==> config.mk <==
export PLATFORM = sky130hd
export DESIGN_NAME = vec_burst_seq
export DESIGN_NICKNAME = d
export VERILOG_FILES = /design/src/rtl/seq_pkg.sv /design/src/rtl/seq_step_table.sv /design/src/rtl/seq_cond_eval.sv /design/src/rtl/seq_flow_ctrl.sv /design/src/rtl/vec_burst_seq.sv
export SDC_FILE = /design/constraint.sdc
export NUM_CORES = 1
export LEC_CHECK = 0
export BUFFER_PORTS_ARGS = -buffer_cell sky130_fd_sc_hd__buf_4
export CAP_MARGIN = 10
export CORE_ASPECT_RATIO = 0.6
export CORE_UTILIZATION = 52
export CTS_CLUSTER_DIAMETER = 30
export DETAILED_ROUTE_END_ITERATION = 7
export PLACE_DENSITY = 0.65
export SLEW_MARGIN = 20
export SYNTH_ARGS = -nofsm -noshare
export SYNTH_HDL_FRONTEND = slang
export SYNTH_SLANG_ARGS = --single-unit
==> constraint.sdc <==
create_clock -name clk -period 11.5 [get_ports clk]
set_input_delay 0 -clock clk [delete_from_list [all_inputs] [get_ports clk]]
set_output_delay 0 -clock clk [all_outputs]
set_load 0.01 [all_outputs]
==> src/rtl/seq_pkg.sv <==
// Shared codes for the vector burst sequencer.
// Assumes: action and condition fields are 3 and 4 bits wide.
package seq_pkg;
    localparam int ACT_W  = 3;
    localparam int COND_W = 4;

    localparam logic [ACT_W-1:0] ACT_CONT = 3'd0;
    localparam logic [ACT_W-1:0] ACT_JUMP = 3'd1;
    localparam logic [ACT_W-1:0] ACT_CALL = 3'd2;
    localparam logic [ACT_W-1:0] ACT_LOOP = 3'd3;
    localparam logic [ACT_W-1:0] ACT_STOP = 3'd4;

    localparam logic [COND_W-1:0] CND_ALWAYS  = 4'd0;
    localparam logic [COND_W-1:0] CND_PASS    = 4'd1;
    localparam logic [COND_W-1:0] CND_NPASS   = 4'd2;
    localparam logic [COND_W-1:0] CND_FAIL    = 4'd3;
    localparam logic [COND_W-1:0] CND_NFAIL   = 4'd4;
    localparam logic [COND_W-1:0] CND_BPASS   = 4'd5;
    localparam logic [COND_W-1:0] CND_BFAIL   = 4'd6;
    localparam logic [COND_W-1:0] CND_RES_HI0 = 4'd7;
    localparam logic [COND_W-1:0] CND_RES_LO0 = 4'd11;

    typedef enum logic [1:0] {
        ST_IDLE = 2'd0,
        ST_RUN  = 2'd1,
        ST_EVAL = 2'd2
    } seq_state_e;
endpackage

==> src/rtl/seq_step_table.sv <==
// Step table: register storage for every step plus the checking write port.
// Assumes: one write per cycle; reads are combinational at rd_idx.
// Reset leaves every step as a single vector at offset 0, last, continue.
module seq_step_table
    import seq_pkg::*;
#(
    parameter int STEPS  = 8,
    parameter int IDX_W  = 3,
    parameter int ADDR_W = 12,
    parameter int CNT_W  = 8,
    parameter int LOOP_W = 4
) (
    input  logic              clk,
    input  logic              rst_n,
    input  logic              wr_en,
    input  logic [IDX_W-1:0]  wr_idx,
    input  logic [ADDR_W-1:0] wr_off,
    input  logic [CNT_W-1:0]  wr_cnt,
    input  logic              wr_last,
    input  logic              wr_ret,
    input  logic [ACT_W-1:0]  wr_act,
    input  logic [COND_W-1:0] wr_cond,
    input  logic [IDX_W-1:0]  wr_tgt,
    input  logic [LOOP_W-1:0] wr_loops,
    output logic              wr_reject,
    input  logic [IDX_W-1:0]  rd_idx,
    output logic [ADDR_W-1:0] rd_off,
    output logic [CNT_W-1:0]  rd_cnt,
    output logic              rd_last,
    output logic              rd_ret,
    output logic [ACT_W-1:0]  rd_act,
    output logic [COND_W-1:0] rd_cond,
    output logic [IDX_W-1:0]  rd_tgt,
    output logic [LOOP_W-1:0] rd_loops
);
    logic [ADDR_W-1:0] off_q   [STEPS];
    logic [CNT_W-1:0]  cnt_q   [STEPS];
    logic              last_q  [STEPS];
    logic              ret_q   [STEPS];
    logic [ACT_W-1:0]  act_q   [STEPS];
    logic [COND_W-1:0] cond_q  [STEPS];
    logic [IDX_W-1:0]  tgt_q   [STEPS];
    logic [LOOP_W-1:0] loops_q [STEPS];

    logic bad_entry;

    // Flag an entry whose offset is not word aligned or whose count is zero.
    always_comb begin
        bad_entry = (wr_off[1:0] != 2'b00) || (wr_cnt == '0);
    end

    // One register slice per step; a slice loads only on a good write to it.
    for (genvar s = 0; s < STEPS; s++) begin : g_slot
        always_ff @(posedge clk) begin
            if (!rst_n) begin
                off_q[s]   <= '0;
                cnt_q[s]   <= CNT_W'(1);
                last_q[s]  <= 1'b1;
                ret_q[s]   <= 1'b0;
                act_q[s]   <= ACT_CONT;
                cond_q[s]  <= CND_ALWAYS;
                tgt_q[s]   <= '0;
                loops_q[s] <= '0;
            end else if (wr_en && !bad_entry && (wr_idx == IDX_W'(s))) begin
                off_q[s]   <= wr_off;
                cnt_q[s]   <= wr_cnt;
                last_q[s]  <= wr_last;
                ret_q[s]   <= wr_ret;
                act_q[s]   <= wr_act;
                cond_q[s]  <= wr_cond;
                tgt_q[s]   <= wr_tgt;
                loops_q[s] <= wr_loops;
            end
        end
    end

    // Registered reject flag, one cycle after the offending write.
    always_ff @(posedge clk) begin
        if (!rst_n) wr_reject <= 1'b0;
        else        wr_reject <= wr_en && bad_entry;
    end

    // Combinational read of the addressed step.
    always_comb begin
        rd_off   = off_q[rd_idx];
        rd_cnt   = cnt_q[rd_idx];
        rd_last  = last_q[rd_idx];
        rd_ret   = ret_q[rd_idx];
        rd_act   = act_q[rd_idx];
        rd_cond  = cond_q[rd_idx];
        rd_tgt   = tgt_q[rd_idx];
        rd_loops = loops_q[rd_idx];
    end

    // a refused write leaves the stored offset and count untouched
    a_r1_reject_keeps: assert property (@(posedge clk) disable iff (!rst_n)
        (wr_en && bad_entry) |=> (off_q[$past(wr_idx)] == $past(off_q[wr_idx]))
                               && (cnt_q[$past(wr_idx)] == $past(cnt_q[wr_idx])));

    // a stored count is never zero
    a_r1_count_nonzero: assert property (@(posedge clk) disable iff (!rst_n)
        rd_cnt != '0);
endmodule

==> src/rtl/seq_cond_eval.sv <==
// Condition evaluator: maps a condition code onto step status, burst status
// and the external control resource lines.
// Assumes: NUM_RES resources; code 15 and unused codes evaluate false.
module seq_cond_eval
    import seq_pkg::*;
#(
    parameter int NUM_RES = 4
) (
    input  logic [COND_W-1:0]  cond,
    input  logic               step_fail,
    input  logic               burst_fail,
    input  logic [NUM_RES-1:0] ctrl_res,
    output logic               hit
);
    // Decode the fixed status conditions, then the per-resource ones.
    always_comb begin
        hit = 1'b0;
        case (cond)
            CND_ALWAYS: hit = 1'b1;
            CND_PASS:   hit = !step_fail;
            CND_NPASS:  hit = step_fail;
            CND_FAIL:   hit = step_fail;
            CND_NFAIL:  hit = !step_fail;
            CND_BPASS:  hit = !burst_fail;
            CND_BFAIL:  hit = burst_fail;
            default:    hit = 1'b0;
        endcase
        for (int r = 0; r < NUM_RES; r++) begin
            if (cond == COND_W'(int'(CND_RES_HI0) + r)) hit = ctrl_res[r];
            if (cond == COND_W'(int'(CND_RES_LO0) + r)) hit = !ctrl_res[r];
        end
    end
endmodule

==> src/rtl/seq_flow_ctrl.sv <==
// Flow control: picks the step that follows the one just finished, and
// keeps the one-entry return stack and the loop repeat counter.
// Assumes: eval_en is high for exactly one cycle per finished step; clear
// marks burst start. One loop may be active at a time.
module seq_flow_ctrl
    import seq_pkg::*;
#(
    parameter int IDX_W  = 3,
    parameter int LOOP_W = 4
) (
    input  logic              clk,
    input  logic              rst_n,
    input  logic              clear,
    input  logic              eval_en,
    input  logic [IDX_W-1:0]  cur_idx,
    input  logic [ACT_W-1:0]  act,
    input  logic              cond_hit,
    input  logic              ret_flag,
    input  logic              last_flag,
    input  logic [IDX_W-1:0]  target,
    input  logic [LOOP_W-1:0] loops,
    output logic [IDX_W-1:0]  nxt_idx,
    output logic              finish
);
    logic              ret_vld;
    logic [IDX_W-1:0]  ret_addr;
    logic              loop_act;
    logic [LOOP_W-1:0] loop_left;

    logic [ACT_W-1:0]  eff_act;
    logic              redirected;
    logic              push, pop;
    logic              lp_load, lp_dec, lp_end;
    logic [IDX_W-1:0]  seq_next;

    // Next index in table order, wrapping at the top.
    always_comb begin
        seq_next = cur_idx + 1'b1;
    end

    // Choose the successor step and the stack and loop updates.
    always_comb begin
        eff_act    = cond_hit ? act : ACT_CONT;
        redirected = 1'b0;
        push       = 1'b0;
        pop        = 1'b0;
        lp_load    = 1'b0;
        lp_dec     = 1'b0;
        lp_end     = 1'b0;
        finish     = 1'b0;
        nxt_idx    = seq_next;
        case (eff_act)
            ACT_JUMP: begin
                redirected = 1'b1;
                nxt_idx    = target;
            end
            ACT_CALL: begin
                redirected = 1'b1;
                push       = 1'b1;
                nxt_idx    = target;
            end
            ACT_STOP: begin
                redirected = 1'b1;
                finish     = 1'b1;
            end
            ACT_LOOP: begin
                if (!loop_act) begin
                    if (loops != '0) begin
                        lp_load    = 1'b1;
                        redirected = 1'b1;
                        nxt_idx    = target;
                    end
                end else if (loop_left != '0) begin
                    lp_dec     = 1'b1;
                    redirected = 1'b1;
                    nxt_idx    = target;
                end else begin
                    lp_end = 1'b1;
                end
            end
            default: ;
        endcase
        if (!redirected) begin
            if (ret_flag && ret_vld) begin
                pop     = 1'b1;
                nxt_idx = ret_addr;
            end else if (last_flag) begin
                finish = 1'b1;
            end
        end
    end

    // Return stack: filled by a call, emptied by a return or burst start.
    always_ff @(posedge clk) begin
        if (!rst_n || clear) begin
            ret_vld  <= 1'b0;
            ret_addr <= '0;
        end else if (eval_en && push) begin
            ret_vld  <= 1'b1;
            ret_addr <= seq_next;
        end else if (eval_en && pop) begin
            ret_vld  <= 1'b0;
        end
    end

    // Loop counter: loaded on the first pass, counted down on each repeat.
    always_ff @(posedge clk) begin
        if (!rst_n || clear) begin
            loop_act  <= 1'b0;
            loop_left <= '0;
        end else if (eval_en && lp_load) begin
            loop_act  <= 1'b1;
            loop_left <= loops - 1'b1;
        end else if (eval_en && lp_dec) begin
            loop_left <= loop_left - 1'b1;
        end else if (eval_en && lp_end) begin
            loop_act  <= 1'b0;
        end
    end

    // a taken call leaves the stack holding the step after the caller
    a_r7_call_saves: assert property (@(posedge clk) disable iff (!rst_n)
        (eval_en && !clear && cond_hit && act == ACT_CALL)
            |=> ret_vld && (ret_addr == IDX_W'($past(cur_idx) + 1'b1)));

    // a return taken from a full stack empties it
    a_r7_return_pops: assert property (@(posedge clk) disable iff (!rst_n)
        (eval_en && !clear && ret_vld && ret_flag && !cond_hit)
            |=> !ret_vld);

    // the repeat counter only counts down while a loop is active
    a_r8_loop_down: assert property (@(posedge clk) disable iff (!rst_n)
        (loop_act && $past(loop_act) && !$past(clear) && $past(rst_n))
            |-> loop_left <= $past(loop_left));
endmodule

==> src/rtl/vec_burst_seq.sv <==
// Vector burst sequencer top: steps through the step table, emits one vector
// address per cycle, gathers step and burst fail status, and spends one
// evaluation cycle per step deciding where to go next.
// Assumes: vec_fail answers the address shown in the same cycle;
// CNT_W <= ADDR_W; start is ignored while busy.
module vec_burst_seq
    import seq_pkg::*;
#(
    parameter int STEPS   = 8,
    parameter int ADDR_W  = 12,
    parameter int CNT_W   = 8,
    parameter int LOOP_W  = 4,
    parameter int NUM_RES = 4,
    localparam int IDX_W  = $clog2(STEPS)
) (
    input  logic               clk,
    input  logic               rst_n,
    input  logic               cfg_we,
    input  logic [IDX_W-1:0]   cfg_idx,
    input  logic [ADDR_W-1:0]  cfg_offset,
    input  logic [CNT_W-1:0]   cfg_count,
    input  logic               cfg_last,
    input  logic               cfg_ret,
    input  logic [2:0]         cfg_action,
    input  logic [3:0]         cfg_cond,
    input  logic [IDX_W-1:0]   cfg_target,
    input  logic [LOOP_W-1:0]  cfg_loops,
    output logic               cfg_err,
    input  logic               start,
    input  logic [NUM_RES-1:0] ctrl_res,
    input  logic               vec_fail,
    output logic               busy,
    output logic               done,
    output logic               burst_fail,
    output logic               vec_valid,
    output logic [ADDR_W-1:0]  vec_addr,
    output logic [IDX_W-1:0]   step_idx
);
    seq_state_e        state_q;
    logic [IDX_W-1:0]  cur_q;
    logic [CNT_W-1:0]  vcnt_q;
    logic              step_fail_q;
    logic              burst_fail_q;
    logic              done_q;

    logic [ADDR_W-1:0] t_off;
    logic [CNT_W-1:0]  t_cnt;
    logic              t_last, t_ret;
    logic [ACT_W-1:0]  t_act;
    logic [COND_W-1:0] t_cond;
    logic [IDX_W-1:0]  t_tgt;
    logic [LOOP_W-1:0] t_loops;

    logic              cond_hit;
    logic [IDX_W-1:0]  nxt_idx;
    logic              finish;
    logic              launch;
    logic              eval_en;
    logic              last_vec;

    seq_step_table #(
        .STEPS(STEPS), .IDX_W(IDX_W), .ADDR_W(ADDR_W),
        .CNT_W(CNT_W), .LOOP_W(LOOP_W)
    ) table_i (
        .clk      (clk),
        .rst_n    (rst_n),
        .wr_en    (cfg_we),
        .wr_idx   (cfg_idx),
        .wr_off   (cfg_offset),
        .wr_cnt   (cfg_count),
        .wr_last  (cfg_last),
        .wr_ret   (cfg_ret),
        .wr_act   (cfg_action),
        .wr_cond  (cfg_cond),
        .wr_tgt   (cfg_target),
        .wr_loops (cfg_loops),
        .wr_reject(cfg_err),
        .rd_idx   (cur_q),
        .rd_off   (t_off),
        .rd_cnt   (t_cnt),
        .rd_last  (t_last),
        .rd_ret   (t_ret),
        .rd_act   (t_act),
        .rd_cond  (t_cond),
        .rd_tgt   (t_tgt),
        .rd_loops (t_loops)
    );

    seq_cond_eval #(.NUM_RES(NUM_RES)) cond_i (
        .cond      (t_cond),
        .step_fail (step_fail_q),
        .burst_fail(burst_fail_q),
        .ctrl_res  (ctrl_res),
        .hit       (cond_hit)
    );

    seq_flow_ctrl #(.IDX_W(IDX_W), .LOOP_W(LOOP_W)) flow_i (
        .clk      (clk),
        .rst_n    (rst_n),
        .clear    (launch),
        .eval_en  (eval_en),
        .cur_idx  (cur_q),
        .act      (t_act),
        .cond_hit (cond_hit),
        .ret_flag (t_ret),
        .last_flag(t_last),
        .target   (t_tgt),
        .loops    (t_loops),
        .nxt_idx  (nxt_idx),
        .finish   (finish)
    );

    // Phase strobes derived from the current state.
    always_comb begin
        launch   = (state_q == ST_IDLE) && start;
        eval_en  = (state_q == ST_EVAL);
        last_vec = (vcnt_q == CNT_W'(t_cnt - 1'b1));
    end

    // Main sequencing: idle, vector run, evaluation.
    always_ff @(posedge clk) begin
        if (!rst_n) begin
            state_q      <= ST_IDLE;
            cur_q        <= '0;
            vcnt_q       <= '0;
            step_fail_q  <= 1'b0;
            burst_fail_q <= 1'b0;
            done_q       <= 1'b0;
        end else begin
            done_q <= 1'b0;
            case (state_q)
                ST_IDLE: begin
                    if (start) begin
                        state_q      <= ST_RUN;
                        cur_q        <= '0;
                        vcnt_q       <= '0;
                        step_fail_q  <= 1'b0;
                        burst_fail_q <= 1'b0;
                    end
                end
                ST_RUN: begin
                    if (vec_fail) begin
                        step_fail_q  <= 1'b1;
                        burst_fail_q <= 1'b1;
                    end
                    if (last_vec) state_q <= ST_EVAL;
                    else          vcnt_q  <= vcnt_q + 1'b1;
                end
                ST_EVAL: begin
                    if (finish) begin
                        state_q <= ST_IDLE;
                        done_q  <= 1'b1;
                    end else begin
                        state_q     <= ST_RUN;
                        cur_q       <= nxt_idx;
                        vcnt_q      <= '0;
                        step_fail_q <= 1'b0;
                    end
                end
                default: state_q <= ST_IDLE;
            endcase
        end
    end

    // Output mapping.
    always_comb begin
        busy       = (state_q != ST_IDLE);
        done       = done_q;
        burst_fail = burst_fail_q;
        vec_valid  = (state_q == ST_RUN);
        vec_addr   = t_off + ADDR_W'(vcnt_q);
        step_idx   = cur_q;
    end

    // a start while idle raises busy on the next cycle
    a_r2_start_busy: assert property (@(posedge clk) disable iff (!rst_n)
        (start && !busy) |=> busy);

    // back-to-back valid vectors always step the address by one
    a_r3_addr_step: assert property (@(posedge clk) disable iff (!rst_n)
        (vec_valid && $past(vec_valid) && $past(rst_n))
            |-> vec_addr == ADDR_W'($past(vec_addr) + 1'b1));

    // burst status never drops while a burst runs
    a_r4_burst_sticky: assert property (@(posedge clk) disable iff (!rst_n)
        (busy && $past(busy) && $past(burst_fail) && $past(rst_n)) |-> burst_fail);

    // a reported fail on a valid vector is reflected in burst status
    a_r4_fail_seen: assert property (@(posedge clk) disable iff (!rst_n)
        (vec_valid && vec_fail) |=> burst_fail);

    // done appears only with the sequencer idle
    a_r9_done_idle: assert property (@(posedge clk) disable iff (!rst_n)
        done |-> !busy && !vec_valid);
endmodule

==> summary.txt <==
Outcome
  – Outcome: complete, no violations

Setup path
  – Setup crit start kind: flip-flop
  – Element type at the critical path end: primary output
  – Kind of critical path: reg -> out
  – Critical path arrival: 5.14 ns
  – CP Max Fanout: 31
  – Critical path required time: 11.50 ns

Timing
  – Setup TNS: 0 ns
  – Fmax: approximately 190 MHz
  – Final worst path period share: 44.7%
  – Setup WS post-layout: ~6.4 ns
  – Final max-slew violation count: 0
  – Final worst path period need: ~5 ns
  – Final hold violation count: 0
  – Worst slew margin: around 25%
  – Slew @ Worst Pin: ~1.1 ns
  – Worst hold margin: 0.165 ns
  – Fin Clk Skew: just over 0.03 ns
  – RSZ-0062 raised after global routing: no
  – Final setup vio count: 0

Routing
  – Post-route ant nets: 0
  – Iter 0 DRT Violations: between 900 and 1000
  – DR WL/cell: around 24 um
  – DRC violations left: 0
  – Via Count: between 9000 and 10000
  – Via density: between 5 and 6
  – Drt first pass iters: 5
  – DRT Wirelength: about 40 mm

Place
  – Post-Place Worst Slack: 6.75 ns
  – Dpl hpwl: between 20 and 25 mm
  – Placed cells: about 1500
  – Area of placed instances: about 16000 um^2
  – Gpl congestion: 0.860
  – Number of port buffers: 67

Clock network
  – Worst-case clock buffer depth: 3
  – Inserted Clock Buffers: 47
  – Clk Latency, worst-skew pair: 0.56 ns
  – Clk pin slew, worst setup/hold paths: 0.06 ns
  – Resized Gates After CTS: 0
  – H-tree levels: 2
  – CTS tree: yes
  – Root Buffer: clkbuf_16
  – Clock Sink Count: between 300 and 400

Global routing
  – Met2 Usage GRT: a little under two fifths
  – Initial antenna violation count: 2
  – Overflow after GRT: 0
  – Vias in the first global route: 9496
  – Gr busiest metal: met1
  – GR Util All Layers: between 20% and 30%
  – GRT met3 Usage: under 10%
  – First-pass GRT wire length: 60.1 mm
  – Met1 Use GR: 42.6%
  – Largest net degree at the start of global routing: 48

Floorplan
  – Initial Util: 53.0%
  – Core footprint: about 29000 um^2
  – Die Y: about 130 um
  – Cell Rows: 48
  – Die X: 223 um
  – IO Pins: ~70
  – Die Area: 30000 um^2

Pwr
  – Static Leak: around 6.5 nW
  – Total Power: just under 3 mW
  – Peak supply drop: 0.000120 V
  – Pwr Density: around 160 nW/um^2

Synthesis
  – Average size of a mapped cell: around 14 um^2
  – Primary FF master, synth: edfxtp_1
  – Netlist cell types: roughly 70
  – Yosys warns: 0
  – Post-synth top area cell: edfxtp_1
  – Post-Synthesis Cells: between 1000 and 1500
  – EDFF count, synth: approximately 290
  – Cell area after synthesis: about 15000 um^2
  – FFs w/ async S/R, synth: 0%
  – Post-synth top area share: between 50 and 60%
  – Sequential share of the synthesized area: between 60% and 70%
  – Largest cells by area after synthesis: edfxtp_1 56%, and2_1 11%, mux4_2 9.7%, dfxtp_1 3.9%, mux2i_1 2.2%
  – #FFs+latches synth: between 300 and 400

Worst hold path
  – Hold Crit Class: in -> reg

Finish
  – Core Util, Final: 63.7%
  – Finished Cell Area: around 18000 um^2
  – Share of cells above drive strength 1: a little under a quarter
  – Layout Cells excl Fill: between 1500 and 2000
  – Final #Nets: ~1300
  – Area grow syn2layout: 20.1%

Flow run
  – Maximum capacitance violations: 0
layout make-up:
cell class	count	area, um^2
fill	2095	10400
sequential	317	9230
multi-input combinational	712	5900
clock buffer	50	1230
timing repair buffer	131	1100
tap	375	469
clock inverter	37	324
inverter	18	67.6
antenna	1	2.50
power by group:
group          internal (mW)  leakage [nW]  switching [mW]
Sequential              1.32          2.99          0.0207
Clock                  0.823         0.737           0.580
Combinational         0.0694          2.82          0.0998
registers in the layout, indices dropped and copies added (netlist names), 8 cells and up, named ones only:
signal / count
table_i.last_q: 8
table_i.act_q: 24
table_i.tgt_q: 24
table_i.off_q: 96
vcnt_q: 8
table_i.cond_q: 32
table_i.ret_q: 8
table_i.loops_q: 32
table_i.cnt_q: 64
synth_stat cells, drive strengths merged (9+ instances only):
| master | number |
|---|---|
| edfxtp | 287 |
| nand2b | 9 |
| mux2 | 15 |
| mux4 | 68 |
| a21oi | 19 |
| dfxtp | 30 |
| o21ai | 21 |
| nand3 | 11 |
| or3 | 18 |
| xnor2 | 10 |
| mux2i | 36 |
| inv | 18 |
| or2 | 9 |
| buf | 19 |
| nor3 | 13 |
| nor2 | 43 |
| ha | 12 |
| nand2 | 39 |
| and2 | 270 |
| clkbuf | 34 |
critical path, stage by stage, from the launching register on:
cell,delay (ns)
dfxtp_4,0.69
buf_4,0.59
mux4_2,0.58
mux2i_1,0.26
inv_1,0.08
ha_1,0.27
a21o_1,0.19
a21oi_1,0.21
o21ai_0,0.13
a21oi_1,0.24
o21bai_1,0.09
a21oi_1,0.49
nor2b_1,0.10
o21bai_1,0.25
nor3_1,0.11
xnor2_1,0.16
buf_4,0.14
metal layers:
metal	part of all wire, %	vias to the layer above
met2	42	405
li1	-	4351
met3	11	57
met4	1.5	0
met5	0	-
met1	46	4780
cell families (layout without fill, tap and decap cells):
family,after synthesis,in the layout,share of synthesized area (%)
and+or+nand+nor,446,446,17.0
xor gates and xnor gates,16,16,0.919
adders and majority gates,13,13,1.12
DFF,317,317,60.4
buffers and inverters,71,236,2.09
other,1,17,0.0246
muxes,119,119,13.7
AOI/OAI and AO/OA,102,102,4.76
worst paths after layout:
check | from | endpoint | slack (ns) | cells after the start
max | flip-flop | vec_addr[11] | 6.36 | 16
min | cfg_idx[2] | table_i.last_q[5] | 0.16 | 3
max reg2reg | flip-flop | flow_i.loop_left[1] | 6.73 | 12
min reg2reg | table_i.ret_q[4] | table_i.ret_q[4] | 0.47 | 2
placed cells by master, fill, tap and decap left out, types with 7 or more instances in the layout:
master         Yosys  routed
edfxtp_1         287     287
and2_1           270     270
buf_4              4      87
mux4_2            66      66
clkbuf_16          0      49
dlygate4sd3_1      0      43
nand2_1           39      39
nor2_1            41      35
mux2i_1           34      34
dfxtp_1           30      27
a21oi_1           19      19
or3_1             18      18
inv_1             17      17
conb_1             1      16
mux2_2            15      15
o21ai_0           20      14
ha_1              12      12
nand3_1           11      11
nor3_1            13      11
xnor2_1           10      10
inv_6              0      10
nand2b_1           9       9
or2_2              9       9
clkinvlp_4         0       9
nor2b_1            8       8
nor2_2             1       7
a221o_1            7       7
clkinv_4           0       7
what timing repair did:
action / in CTS / in global routing
endpoints found under the hold margin: 299 / 0
hold buffers: 43 / 0
buffers inserted: 0 / 0
Power figures use the tool's default switching activity.
